**src/rtl/txr_pkg.sv**
```systemverilog
package txr_pkg;
  typedef enum logic [3:0] {
    ST_IDLE, ST_CFG_REQ, ST_CFG_WAIT, ST_BUF_REQ, ST_BUF_WAIT,
    ST_NXT_REQ, ST_NXT_WAIT, ST_DAT_REQ, ST_DAT_WAIT, ST_DAT_SEND, ST_WB_REQ
  } txr_state_e;

  // word offsets inside a descriptor
  localparam int unsigned OFS_BUF = 0;
  localparam int unsigned OFS_CFG = 4;
  localparam int unsigned OFS_NXT = 8;
  // ownership flag position in the config word
  localparam int unsigned OWN_BIT = 31;
endpackage

```
**src/rtl/txr_csr.sv**
```systemverilog
module txr_csr #(
  parameter int AW    = 32,
  parameter int CNT_W = 16
) (
  input  logic             clk,
  input  logic             rst_n,
  input  logic             ctl_we,
  input  logic             ctl_run,
  input  logic             ptr_we,
  input  logic [AW-1:0]    ptr_wdata,
  input  logic             halt,
  input  logic             pkt_done,
  input  logic [AW-1:0]    next_ptr,
  output logic             run,
  output logic             stop_req,
  output logic [AW-1:0]    cur_ptr,
  output logic [CNT_W-1:0] sent_cnt
);
  always_ff @(posedge clk or negedge rst_n) begin
    if (!rst_n) begin
      run      <= 1'b0;
      stop_req <= 1'b0;
      cur_ptr  <= '0;
      sent_cnt <= '0;
    end else begin
      if (halt) begin
        run      <= 1'b0;
        stop_req <= 1'b0;
      end
      if (ctl_we) begin
        if (ctl_run) begin
          run      <= 1'b1;
          stop_req <= 1'b0;
        end else if (run) begin
          stop_req <= 1'b1;
        end
      end
      if (pkt_done)            cur_ptr <= next_ptr;
      else if (ptr_we && !run) cur_ptr <= ptr_wdata;
      if (pkt_done) sent_cnt <= sent_cnt + 1'b1;
    end
  end

  AST_PTR_LOCKED: assert property (@(posedge clk) disable iff (!rst_n)
    (run && $past(run) && !$past(pkt_done)) |-> (cur_ptr == $past(cur_ptr)));
  AST_CNT_STEP: assert property (@(posedge clk) disable iff (!rst_n)
    (sent_cnt != $past(sent_cnt)) |-> (sent_cnt == $past(sent_cnt) + 1'b1));
endmodule

```
**src/rtl/txr_ser.sv**
```systemverilog
module txr_ser #(
  parameter int WORD_W = 32,
  parameter int BYTE_W = 8,
  localparam int NB = WORD_W / BYTE_W,
  localparam int CW = $clog2(NB + 1)
) (
  input  logic              clk,
  input  logic              rst_n,
  input  logic              load,
  input  logic [WORD_W-1:0] word,
  input  logic [CW-1:0]     nbytes,
  input  logic              last,
  input  logic              tready,
  output logic [BYTE_W-1:0] tdata,
  output logic              tvalid,
  output logic              tlast,
  output logic              done
);
  logic [WORD_W-1:0] sh_q;
  logic [CW-1:0]     left_q;
  logic              last_q;
  logic              fire;

  assign tvalid = (left_q != '0);
  assign fire   = tvalid && tready;
  assign tdata  = sh_q[BYTE_W-1:0];
  assign tlast  = last_q && (left_q == CW'(1));
  assign done   = fire && (left_q == CW'(1));

  always_ff @(posedge clk or negedge rst_n) begin
    if (!rst_n) begin
      sh_q   <= '0;
      left_q <= '0;
      last_q <= 1'b0;
    end else if (load) begin
      sh_q   <= word;
      left_q <= nbytes;
      last_q <= last;
    end else if (fire) begin
      sh_q   <= sh_q >> BYTE_W;
      left_q <= left_q - 1'b1;
    end
  end

  AST_STREAM_HOLD: assert property (@(posedge clk) disable iff (!rst_n)
    (tvalid && !tready) |=> (tvalid && $stable(tdata) && $stable(tlast)));
  AST_LAST_HAS_VALID: assert property (@(posedge clk) disable iff (!rst_n)
    tlast |-> tvalid);
endmodule

```
**src/rtl/txring_dma.sv**
```systemverilog
module txring_dma import txr_pkg::*; #(
  parameter int AW    = 32,
  parameter int DW    = 32,
  parameter int LEN_W = 12,
  parameter int CNT_W = 16,
  localparam int NB   = DW / 8,
  localparam int BW   = $clog2(NB + 1)
) (
  input  logic             clk,
  input  logic             rst_n,
  input  logic             ctl_we,
  input  logic             ctl_run,
  input  logic             ptr_we,
  input  logic [AW-1:0]    ptr_wdata,
  output logic             run_o,
  output logic [AW-1:0]    cur_desc_o,
  output logic [CNT_W-1:0] sent_cnt_o,
  output logic             mem_req,
  output logic             mem_we,
  output logic [AW-1:0]    mem_addr,
  output logic [DW-1:0]    mem_wdata,
  input  logic             mem_gnt,
  input  logic             mem_rvalid,
  input  logic [DW-1:0]    mem_rdata,
  output logic [7:0]       tx_tdata,
  output logic             tx_tvalid,
  input  logic             tx_tready,
  output logic             tx_tlast
);
  txr_state_e     state;
  logic [DW-1:0]    cfg_q;
  logic [AW-1:0]    buf_q, nxt_q;
  logic [LEN_W-1:0] rem_q;
  logic [BW-1:0]    chunk;
  logic             run, stop_req, halt, pkt_done, ser_load, ser_done, final_chunk;
  logic [AW-1:0]    cur_ptr;

  txr_csr #(.AW(AW), .CNT_W(CNT_W)) u_csr (
    .clk(clk), .rst_n(rst_n), .ctl_we(ctl_we), .ctl_run(ctl_run),
    .ptr_we(ptr_we), .ptr_wdata(ptr_wdata), .halt(halt), .pkt_done(pkt_done),
    .next_ptr(nxt_q), .run(run), .stop_req(stop_req), .cur_ptr(cur_ptr),
    .sent_cnt(sent_cnt_o));

  txr_ser #(.WORD_W(DW), .BYTE_W(8)) u_ser (
    .clk(clk), .rst_n(rst_n), .load(ser_load), .word(mem_rdata), .nbytes(chunk),
    .last(final_chunk), .tready(tx_tready), .tdata(tx_tdata), .tvalid(tx_tvalid),
    .tlast(tx_tlast), .done(ser_done));

  assign run_o       = run;
  assign cur_desc_o  = cur_ptr;
  assign final_chunk = (rem_q <= LEN_W'(NB));
  assign chunk       = final_chunk ? rem_q[BW-1:0] : BW'(NB);
  assign ser_load    = (state == ST_DAT_WAIT) && mem_rvalid;
  assign pkt_done    = (state == ST_WB_REQ) && mem_gnt;
  assign halt        = ((state == ST_IDLE) && run && stop_req) ||
                       ((state == ST_CFG_WAIT) && mem_rvalid && mem_rdata[OWN_BIT]);

  always_comb begin
    mem_req   = state inside {ST_CFG_REQ, ST_BUF_REQ, ST_NXT_REQ, ST_DAT_REQ, ST_WB_REQ};
    mem_we    = (state == ST_WB_REQ);
    mem_wdata = cfg_q | (DW'(1) << OWN_BIT);
    case (state)
      ST_CFG_REQ, ST_WB_REQ: mem_addr = cur_ptr + AW'(OFS_CFG);
      ST_BUF_REQ:            mem_addr = cur_ptr + AW'(OFS_BUF);
      ST_NXT_REQ:            mem_addr = cur_ptr + AW'(OFS_NXT);
      ST_DAT_REQ:            mem_addr = buf_q;
      default:               mem_addr = cur_ptr;
    endcase
  end

  always_ff @(posedge clk or negedge rst_n) begin
    if (!rst_n) begin
      state <= ST_IDLE;
      cfg_q <= '0;
      buf_q <= '0;
      nxt_q <= '0;
      rem_q <= '0;
    end else begin
      case (state)
        ST_IDLE:     if (run && !stop_req) state <= ST_CFG_REQ;
        ST_CFG_REQ:  if (mem_gnt) state <= ST_CFG_WAIT;
        ST_CFG_WAIT: if (mem_rvalid) begin
          cfg_q <= mem_rdata;
          state <= mem_rdata[OWN_BIT] ? ST_IDLE : ST_BUF_REQ;
        end
        ST_BUF_REQ:  if (mem_gnt) state <= ST_BUF_WAIT;
        ST_BUF_WAIT: if (mem_rvalid) begin
          buf_q <= mem_rdata;
          state <= ST_NXT_REQ;
        end
        ST_NXT_REQ:  if (mem_gnt) state <= ST_NXT_WAIT;
        ST_NXT_WAIT: if (mem_rvalid) begin
          nxt_q <= mem_rdata;
          rem_q <= cfg_q[LEN_W-1:0];
          state <= (cfg_q[LEN_W-1:0] == '0) ? ST_WB_REQ : ST_DAT_REQ;
        end
        ST_DAT_REQ:  if (mem_gnt) state <= ST_DAT_WAIT;
        ST_DAT_WAIT: if (mem_rvalid) state <= ST_DAT_SEND;
        ST_DAT_SEND: if (ser_done) begin
          rem_q <= rem_q - {{(LEN_W-BW){1'b0}}, chunk};
          buf_q <= buf_q + AW'(NB);
          state <= final_chunk ? ST_WB_REQ : ST_DAT_REQ;
        end
        ST_WB_REQ:   if (mem_gnt) state <= ST_IDLE;
        default:     state <= ST_IDLE;
      endcase
    end
  end

  AST_REQ_HOLD: assert property (@(posedge clk) disable iff (!rst_n)
    (mem_req && !mem_gnt) |=> (mem_req && $stable(mem_addr) && $stable(mem_we)));
  AST_IDLE_QUIET: assert property (@(posedge clk) disable iff (!rst_n)
    (state == ST_IDLE) |-> !tx_tvalid);
  AST_HALT_CLEAN: assert property (@(posedge clk) disable iff (!rst_n)
    $fell(run_o) |-> (!tx_tvalid && !mem_req));
endmodule

```
**config.mk**
```make
export PLATFORM = sky130hd
export DESIGN_NAME = txring_dma
export DESIGN_NICKNAME = d
export VERILOG_FILES = /design/src/rtl/txr_pkg.sv /design/src/rtl/txr_csr.sv /design/src/rtl/txr_ser.sv /design/src/rtl/txring_dma.sv
export SDC_FILE = /design/constraint.sdc
export NUM_CORES = 1
export LEC_CHECK = 0
export ABC_AREA = 1
export BUFFER_PORTS_ARGS = -buffer_cell sky130_fd_sc_hd__buf_2
export CORE_ASPECT_RATIO = 1.4
export CORE_MARGIN = 2
export CORE_UTILIZATION = 40
export CTS_CLUSTER_SIZE = 8
export DETAILED_ROUTE_END_ITERATION = 7
export HOLD_SLACK_MARGIN = 0.05
export SLEW_MARGIN = 20
export SYNTH_ARGS = -nofsm -noshare
export SYNTH_HDL_FRONTEND = slang
export SYNTH_SLANG_ARGS = --single-unit
```
**constraint.sdc**
```tcl
create_clock -name clk -period 5.2 [get_ports clk]
set_input_delay 1.04 -clock clk [delete_from_list [all_inputs] [get_ports clk]]
set_output_delay 1.04 -clock clk [all_outputs]
set_load 0.01 [all_outputs]
```
==> summary.md, run 1 <==
| Metric | Value |
|---|---|
| Status | `finished, final reports clean` |
| Vias | `roughly 11000` |
| Post-route DRC | `0` |
| R2R cell count | `10` |
| Crit Path Max Fanout | `18` |
| Clk root buf | `clkbuf_16` |
| Critical Path, Cell by Cell | `inv_2 > nor2_4 > nand2_4 > o21ai_2 > buf_4 > nor2_2 > inv_2 > nand2_2 > a21oi_1 > o21ai_0 > buf_2` |
| Syn avg cell area | `7.52 sq um` |
| Setup_tns | `0 ns` |
| Pint | `3.98 mW` |
| Routed wire per std cell | `19.4 um` |
| Core Box Area | `27700 sq um` |
| CTS Sinks | `between 150 and 200` |
| Met1 WL | `16800 um` |
| Post-CTS resize count | `0` |
| Share of cells above drive strength 1 | `0.173` |
| Startpoint Class | `flip-flop` |
| # setup viols final | `0` |
| Io pins | `197` |
| Max-cap viol count | `0` |
| Peak supply drop | `around 0.22 mV` |
| Leading post-synthesis cells by cell area | `dfrtp_1 (43%), nand2_1 (12%), nand3_1 (6.4%)` |
| Worst r2r src | `state[1]` |
| Synth Register Bits | `197` |
| Prevailing post-synth register cell | `dfrtp_1` |
| Worst EP required | `4.16 ns` |
| DRT iter0 DRCs | `823` |
| Initial Util | `0.408` |
| Wirelength, routed | `between 30000 and 40000 um` |
| CTS buffer count | `17` |
| Netlist cell types | `51` |
| N_diodes | `0` |
| R2R Setup Slk | `2.29 ns` |
| Die width | `about 150 um` |
| Critical path's largest stage delay | `0.70 ns` |
| Hold_ws | `0.472 ns` |
| Worst rel slew slack | `0.397` |
| Initial antenna violation count | `0` |
| Clock power frac | `0.185` |
| Sequential power share | `0.377` |
| Final Hold Vio Count | `0` |
| Top cell type's share of synthesized area | `0.435` |
| Clk_lat worst skew | `0.46 ns` |
| Die Ht | `just over 200 um` |
| Post-synth ARST share | `1.00` |
| Clock buffer depth | `2` |
| Final #Nets | `1743` |
| Worst Tran Pin Value | `0.903 ns` |
| Clock transition at the registers of the reported paths | `0.08 ns` |
| Vias in the first global route | `roughly 11000` |
| Vias per cell | `around 5.5` |
| YS warnings | `0` |
| Total track usage | `0.270` |
| Crit path kind | `flip-flop to primary output` |
| # rows | `72` |
| CP max-delay cell | `nor2_2` |
| Hold Path Stages | `1` |
| Worst EP arrival | `between 3 and 4 ns` |
| Setup WS pre-CTS | `1.53 ns` |
| Setup bufs post-CTS | `0` |
| Met2 wire length | `18900 um` |
| Routed Antenna Nets | `0` |
| Leakage power | `6.23 nW` |
| Crit-path most repeated cell | `inv_2` |
| CTS Hold Bufs | `0` |
| Power per Cell Area | `between 500 and 600 nW/um^2` |
| Synth area leader | `dfrtp_1` |
| GRT overflow | `0` |
| Hold Crit Start | `u_csr.sent_cnt[15]` |
| Register area share after synthesis | `0.435` |
| HPWL after detailed placement | `between 20000 and 30000 um` |
| First-pass GRT wire length | `62500 um` |
| Syn Inst Count | `1507` |
| Top Family by Delay on Critical Path | `simple AND/OR/NAND/NOR gates` |
| DIE AREA | `29700 sq um` |
| Tcrit/Tclk final | `0.811` |
| RSZ-0062 raised after global routing | `no` |
| Critical R2R Capture | `buf_q[18]` |
| Largest net degree at the start of global routing | `113` |
| Fin Clk Skew | `0.0101 ns` |
| Post-Synthesis Cell Area | `11300 sq um` |
| Placer Congestion | `0.971` |
| Slew Viols, Final | `0` |
| Comb pwr share | `0.438` |
| Worst setup margin | `0.982 ns` |
| Critical path capture point type | `primary output` |
| Sink of the worst hold path | `u_csr.sent_cnt[15]` |
| Routed wire length on met3 | `about 2600 um` |
| CP Depth | `11` |
| Fin crit period | `4.22 ns` |
| DRT Pass-1 Iters | `6` |
| FMAX | `237 MHz` |
| Psw | `3.47 mW` |
| Min-Delay Path Class | `flip-flop to flip-flop` |
| Max layer used | `met4` |
| Power, Total | `7.45 mW` |
| # H-tree levels | `4` |
| Area Overhead vs Synth | `16.0%` |
| Buf/Inv on CP | `4` |
| Buffers on Ports | `195` |
| Sw Share | `0.466` |
| CTS tree | `done` |
| EDFF count, synth | `0` |
[Yosys cell counts, types with 11 or more instances]
cell type    n
a31oi_1     18
nor3_1      23
dfrtp_1    197
clkbuf_1    36
o211ai_1    57
o22ai_1     14
a21oi_1     50
o21ai_0    139
o2111ai_1   12
o21ai_1     22
buf_2       21
nand4_1     25
nand3_1    144
nor2_1      82
nand2_1    363
inv_2       11
inv_1      175
xor2_1      16
[worst register-to-register path, delay by kind of cell, from the launching register on]
family,cells,cell delay (ns)
buffers and inverters,3,0.66
AOI/OAI and AO/OA,4,0.73
DFF,1,0.41
and+or+nand+nor,3,0.99
[cells in the final DEF (no fill, tap or decap), drive strengths merged]
| cell | n |
|---|---|
| nand4 | 25 |
| dfrtp | 197 |
| a21o | 1 |
| a31oi | 18 |
| o31ai | 3 |
| nor3 | 25 |
| clkinvlp | 3 |
| o2111ai | 12 |
| a32oi | 2 |
| nor2 | 100 |
| xnor2 | 5 |
| nor4 | 6 |
| inv | 192 |
| clkinv | 5 |
| o22ai | 14 |
| a21oi | 50 |
| mux2 | 1 |
| clkbuf | 19 |
| nand3 | 145 |
| a22oi | 5 |
| conb | 2 |
| or2 | 6 |
| o21ai | 164 |
| o21bai | 2 |
| nor3b | 1 |
| bufinv | 1 |
| o211ai | 57 |
| buf | 204 |
| o221ai | 5 |
| a32o | 2 |
| o32ai | 2 |
| nand2 | 373 |
| a2bb2oi | 1 |
| and3 | 1 |
| o41ai | 1 |
| xor2 | 16 |
| o311ai | 1 |
| ha | 8 |
| o21a | 1 |
[worst max path at each step]
stage                              end             start
final                     mem_addr[15]          state[3]
after global routing      mem_addr[29]          state[3]
after CTS                 mem_addr[29]          state[3]
after detailed placement  mem_addr[29]          state[3]
after global placement    mem_addr[15]          state[3]
after floorplan           mem_addr[21]  u_csr.cur_ptr[3]
[state kept, by name, indices dropped and copies added (netlist names)]
register,flops
buf_q,32
cfg_q,31
nxt_q,32
rem_q,12
state,4
u_csr.cur_ptr,32
u_csr.run,1
u_csr.sent_cnt,16
u_csr.stop_req,1
u_ser.last_q,1
u_ser.left_q,3
u_ser.sh_q,32
[logic make-up after synthesis]
kind of cell / count (synthesis) / share of synthesized area
compound gates: 341 / 0.180
xor+xnor: 21 / 0.0162
other cells: 1 / 0.000331
simple gates: 682 / 0.267
buf+inv: 256 / 0.0917
fa+ha+maj: 8 / 0.00883
mux: 1 / 0.000994
flops: 197 / 0.435
[power by group through the flow]
stage | registers (mW) | clock network, mW | logic, mW
2_1_floorplan | 2.71 | 0 | 2.02
3_3_place_gp | 2.81 | 0 | 3.21
3_5_place_dp | 2.82 | 0 | 3.24
4_1_cts | 2.79 | 1.41 | 3.26
5_1_grt | 2.89 | 1.48 | 3.65
6_report | 2.81 | 1.38 | 3.26
[routing by layer]
layer,global-route usage,vias to the layer above
met5,0,-
met3,0.0421,70
li1,-,5373
met2,0.444,437
met4,0.104,0
met1,0.359,5347
[through the flow]
| stage | util | area, sq um | cells |
|---|---|---|---|
| after global routing | 0.474 | 13100 | 2046 |
| after CTS | 0.474 | 13100 | 2046 |
| after detailed placement | 0.452 | 12500 | 2014 |
| after global placement | 0.452 | 12500 | 2014 |
| after floorplan | - | 11300 | 1508 |
| final | 0.474 | 13100 | 2046 |
[area by class of cell]
cell class                 instances  area, sq um
fill                            2909        14600
multi-input combinational       1055         5370
sequential                       197         4930
timing repair buffer             205         1070
inverter                         187          702
tap                              370          463
clock buffer                      18          439
clock inverter                    14          165
(Power assumes the default switching activity.)
==> run 2: changes to the inputs <==
- clock period: 5.2 -> 4.2 ns (I/O delays scaled with it)
==> run 2 against run 1 <==
Effect of this change:
- via count up 0.51%
- worst setup slack worse by 0.49 ns
- clock skew up 0.0028 ns
- power up 26%
- clock power up 29%
- non-clock buffer count up 6
- wire length up 2.2%
- count of clock-buffer cells in the layout up 1
- sequential power up 24%
- critical path depth unchanged
- critical endpoint is now mem_addr[18]
- global-route usage up 0.37 points
- cell count up 0.24%
- largest power group unchanged
==> summary.md, run 2 (synthesis gave the netlist of run 1 again) <==
| Metric | Value |
|---|---|
| Routed wire per std cell | `19.7 um (was 19.4 um)` |
| FMAX | `270 MHz` |
| Final #Nets | `1749 (was 1743)` |
| # setup viols final | `0 (unchanged)` |
| Clock transition at the registers of the reported paths | `0.07 ns (was 0.08 ns)` |
| Placed Cells incl. Taps | `2020 (was 2014)` |
| Initial Util | `0.408 (unchanged)` |
| Largest net degree at the start of global routing | `98 (was 113)` |
| Layout Cells excl Fill | `2051 (was 2046)` |
| Buffers on Ports | `195 (unchanged)` |
| Vias per cell | `5.50 (was 5.49)` |
| Worst rel slew slack | `0.325 (was 0.397)` |
| DRT Pass-1 Iters | `5 (was 6)` |
| Worst Tran Pin Value | `1.01 ns (was 0.903 ns)` |
| Clock buffer depth | `2 (unchanged)` |
| Critical path capture point type | `primary output (unchanged)` |
| DIE AREA | `29700 sq um (unchanged)` |
| Share of cells above drive strength 1 | `0.175 (was 0.173)` |
| Clk_lat worst skew | `0.46 ns (about the same)` |
| Fin crit period | `3.70 ns` |
| Die Ht | `203 um (unchanged)` |
| DRT iter0 DRCs | `695 (was 823)` |
| Leakage power | `6.27 nW (was 6.23 nW)` |
| Post-CTS resize count | `0 (unchanged)` |
| Fin Clk Skew | `0.0129 ns (was 0.0101 ns)` |
| Die width | `146 um (unchanged)` |
| Routed Antenna Nets | `0 (unchanged)` |
| Most common cell after layout, fill and taps aside | `nand2_1 (unchanged)` |
| GRT overflow | `0 (unchanged)` |
| Vias in the first global route | `10814 (was 11137)` |
| Crit Path Max Fanout | `7 (was 18)` |
| CTS Sinks | `197 (unchanged)` |
| Vias | `11284 (was 11227)` |
| Power per Cell Area | `709 nW/um^2 (was 567 nW/um^2)` |
| Core Box Area | `27700 sq um (unchanged)` |
| Commonest non-fill, non-tap cells in the layout | `nand2_1 (362), dfrtp_1 (197), buf_2 (194), inv_1 (175), nand3_1 (144) (unchanged)` |
| Worst EP required | `3.36 ns (was 4.16 ns)` |
| Tcrit/Tclk final | `0.882` |
| Total track usage | `0.273 (was 0.270)` |
| Hold_ws | `0.459 ns (was 0.472 ns)` |
| CTS buffer count | `17 (unchanged)` |
| N_diodes | `0 (unchanged)` |
| Setup WS pre-CTS | `1.05 ns (was 1.53 ns)` |
| First-pass GRT wire length | `62500 um (about the same)` |
| Setup_tns | `0 ns (unchanged)` |
| Crit path kind | `flip-flop to primary output (unchanged)` |
| Startpoint Class | `flip-flop (unchanged)` |
| Slew Viols, Final | `0 (unchanged)` |
| Worst setup margin | `0.495 ns (was 0.982 ns)` |
| # rows | `72 (unchanged)` |
| Wirelength, routed | `40500 um (was 39600 um)` |
| CTS Hold Bufs | `0 (unchanged)` |
| Io pins | `197 (unchanged)` |
| Min-Delay Path Class | `input pin to async pin (was flip-flop to flip-flop)` |
| Placer Congestion | `0.953 (was 0.971)` |
| Setup bufs post-CTS | `0 (unchanged)` |
| Initial antenna violation count | `0 (unchanged)` |
| Clk root buf | `clkbuf_16 (unchanged)` |
| Status | `finished, final reports clean (unchanged)` |
| # H-tree levels | `4 (unchanged)` |
| RSZ-0062 raised after global routing | `no (unchanged)` |
| CTS tree | `done (unchanged)` |
| Worst EP arrival | `2.86 ns (was 3.18 ns)` |
| Post-route DRC | `0 (unchanged)` |
| Final Hold Vio Count | `0 (unchanged)` |
| Peak supply drop | `0.303 mV (was 0.225 mV)` |
| HPWL after detailed placement | `30600 um (was 29700 um)` |
| Area Overhead vs Synth | `16.5% (was 16.0%)` |
| Max-cap viol count | `0 (unchanged)` |
==> run 2: critical path, stage by stage, from the launching register on <==
cell     delay (ns)
dfrtp_1        0.47
ha_1           0.27
inv_1          0.12
nor2_2         0.26
nand2_1        0.19
nor2_1         0.39
nand3_1        0.16
nor2_1         0.14
a21oi_1        0.07
o21ai_0        0.09
nand4_1        0.09
buf_2          0.15
==> run 2: per-layer routing <==
layer,track usage,up-vias,part of all wire,wire length [um]
met3,0.0383,68,0.055,2210
met1,0.357,5440,0.43,17200
li1,-,5373,-,-
met4,0.111,0,0.033,1350
met5,0,-,0,0
met2,0.460,403,0.49,19700
==> run 2: metrics by stage <==
stage	utilization	power [mW]	area, sq um
after floorplan	-	5.86	11300
after global placement	0.453	7.52	12600
after detailed placement	0.453	7.56	12600
after CTS	0.476	9.35	13200
after global routing	0.476	10.0	13200
final	0.476	9.36	13200
==> run 2: cell type report <==
| type | instances | area (sq um) |
|---|---|---|
| inverters | 187 | 702 |
| well taps | 370 | 463 |
| clock inverters | 12 | 176 |
| flip-flops and latches | 197 | 4930 |
| clock buffers | 19 | 443 |
| fillers | 2936 | 14500 |
| multi-input cells | 1055 | 5370 |
| repair buffers | 211 | 1120 |
==> run 2: worst paths after layout <==
kind / start / to / slack (ns) / cells past startpoint
worst min register to register: u_csr.sent_cnt[15] / u_csr.sent_cnt[15] / 0.48 / 1
min in group clk: u_csr.sent_cnt[15] / u_csr.sent_cnt[15] / 0.48 / 1
max in group asynchronous: rst_n / cfg_q[28] / 2.71 / 2
worst max register to register: u_ser.left_q[0] / buf_q[4] / 1.46 / 12
worst max-delay path: u_csr.cur_ptr[3] / mem_addr[18] / 0.50 / 11
worst min-delay path: rst_n / u_csr.sent_cnt[6] / 0.46 / 1
==> run 2: report_power, final <==
group	internal (mW)	leakage, nW	switching [mW]
Combinational	1.41	3.48	2.68
Clock	1.01	0.300	0.768
Sequential	2.67	2.49	0.820
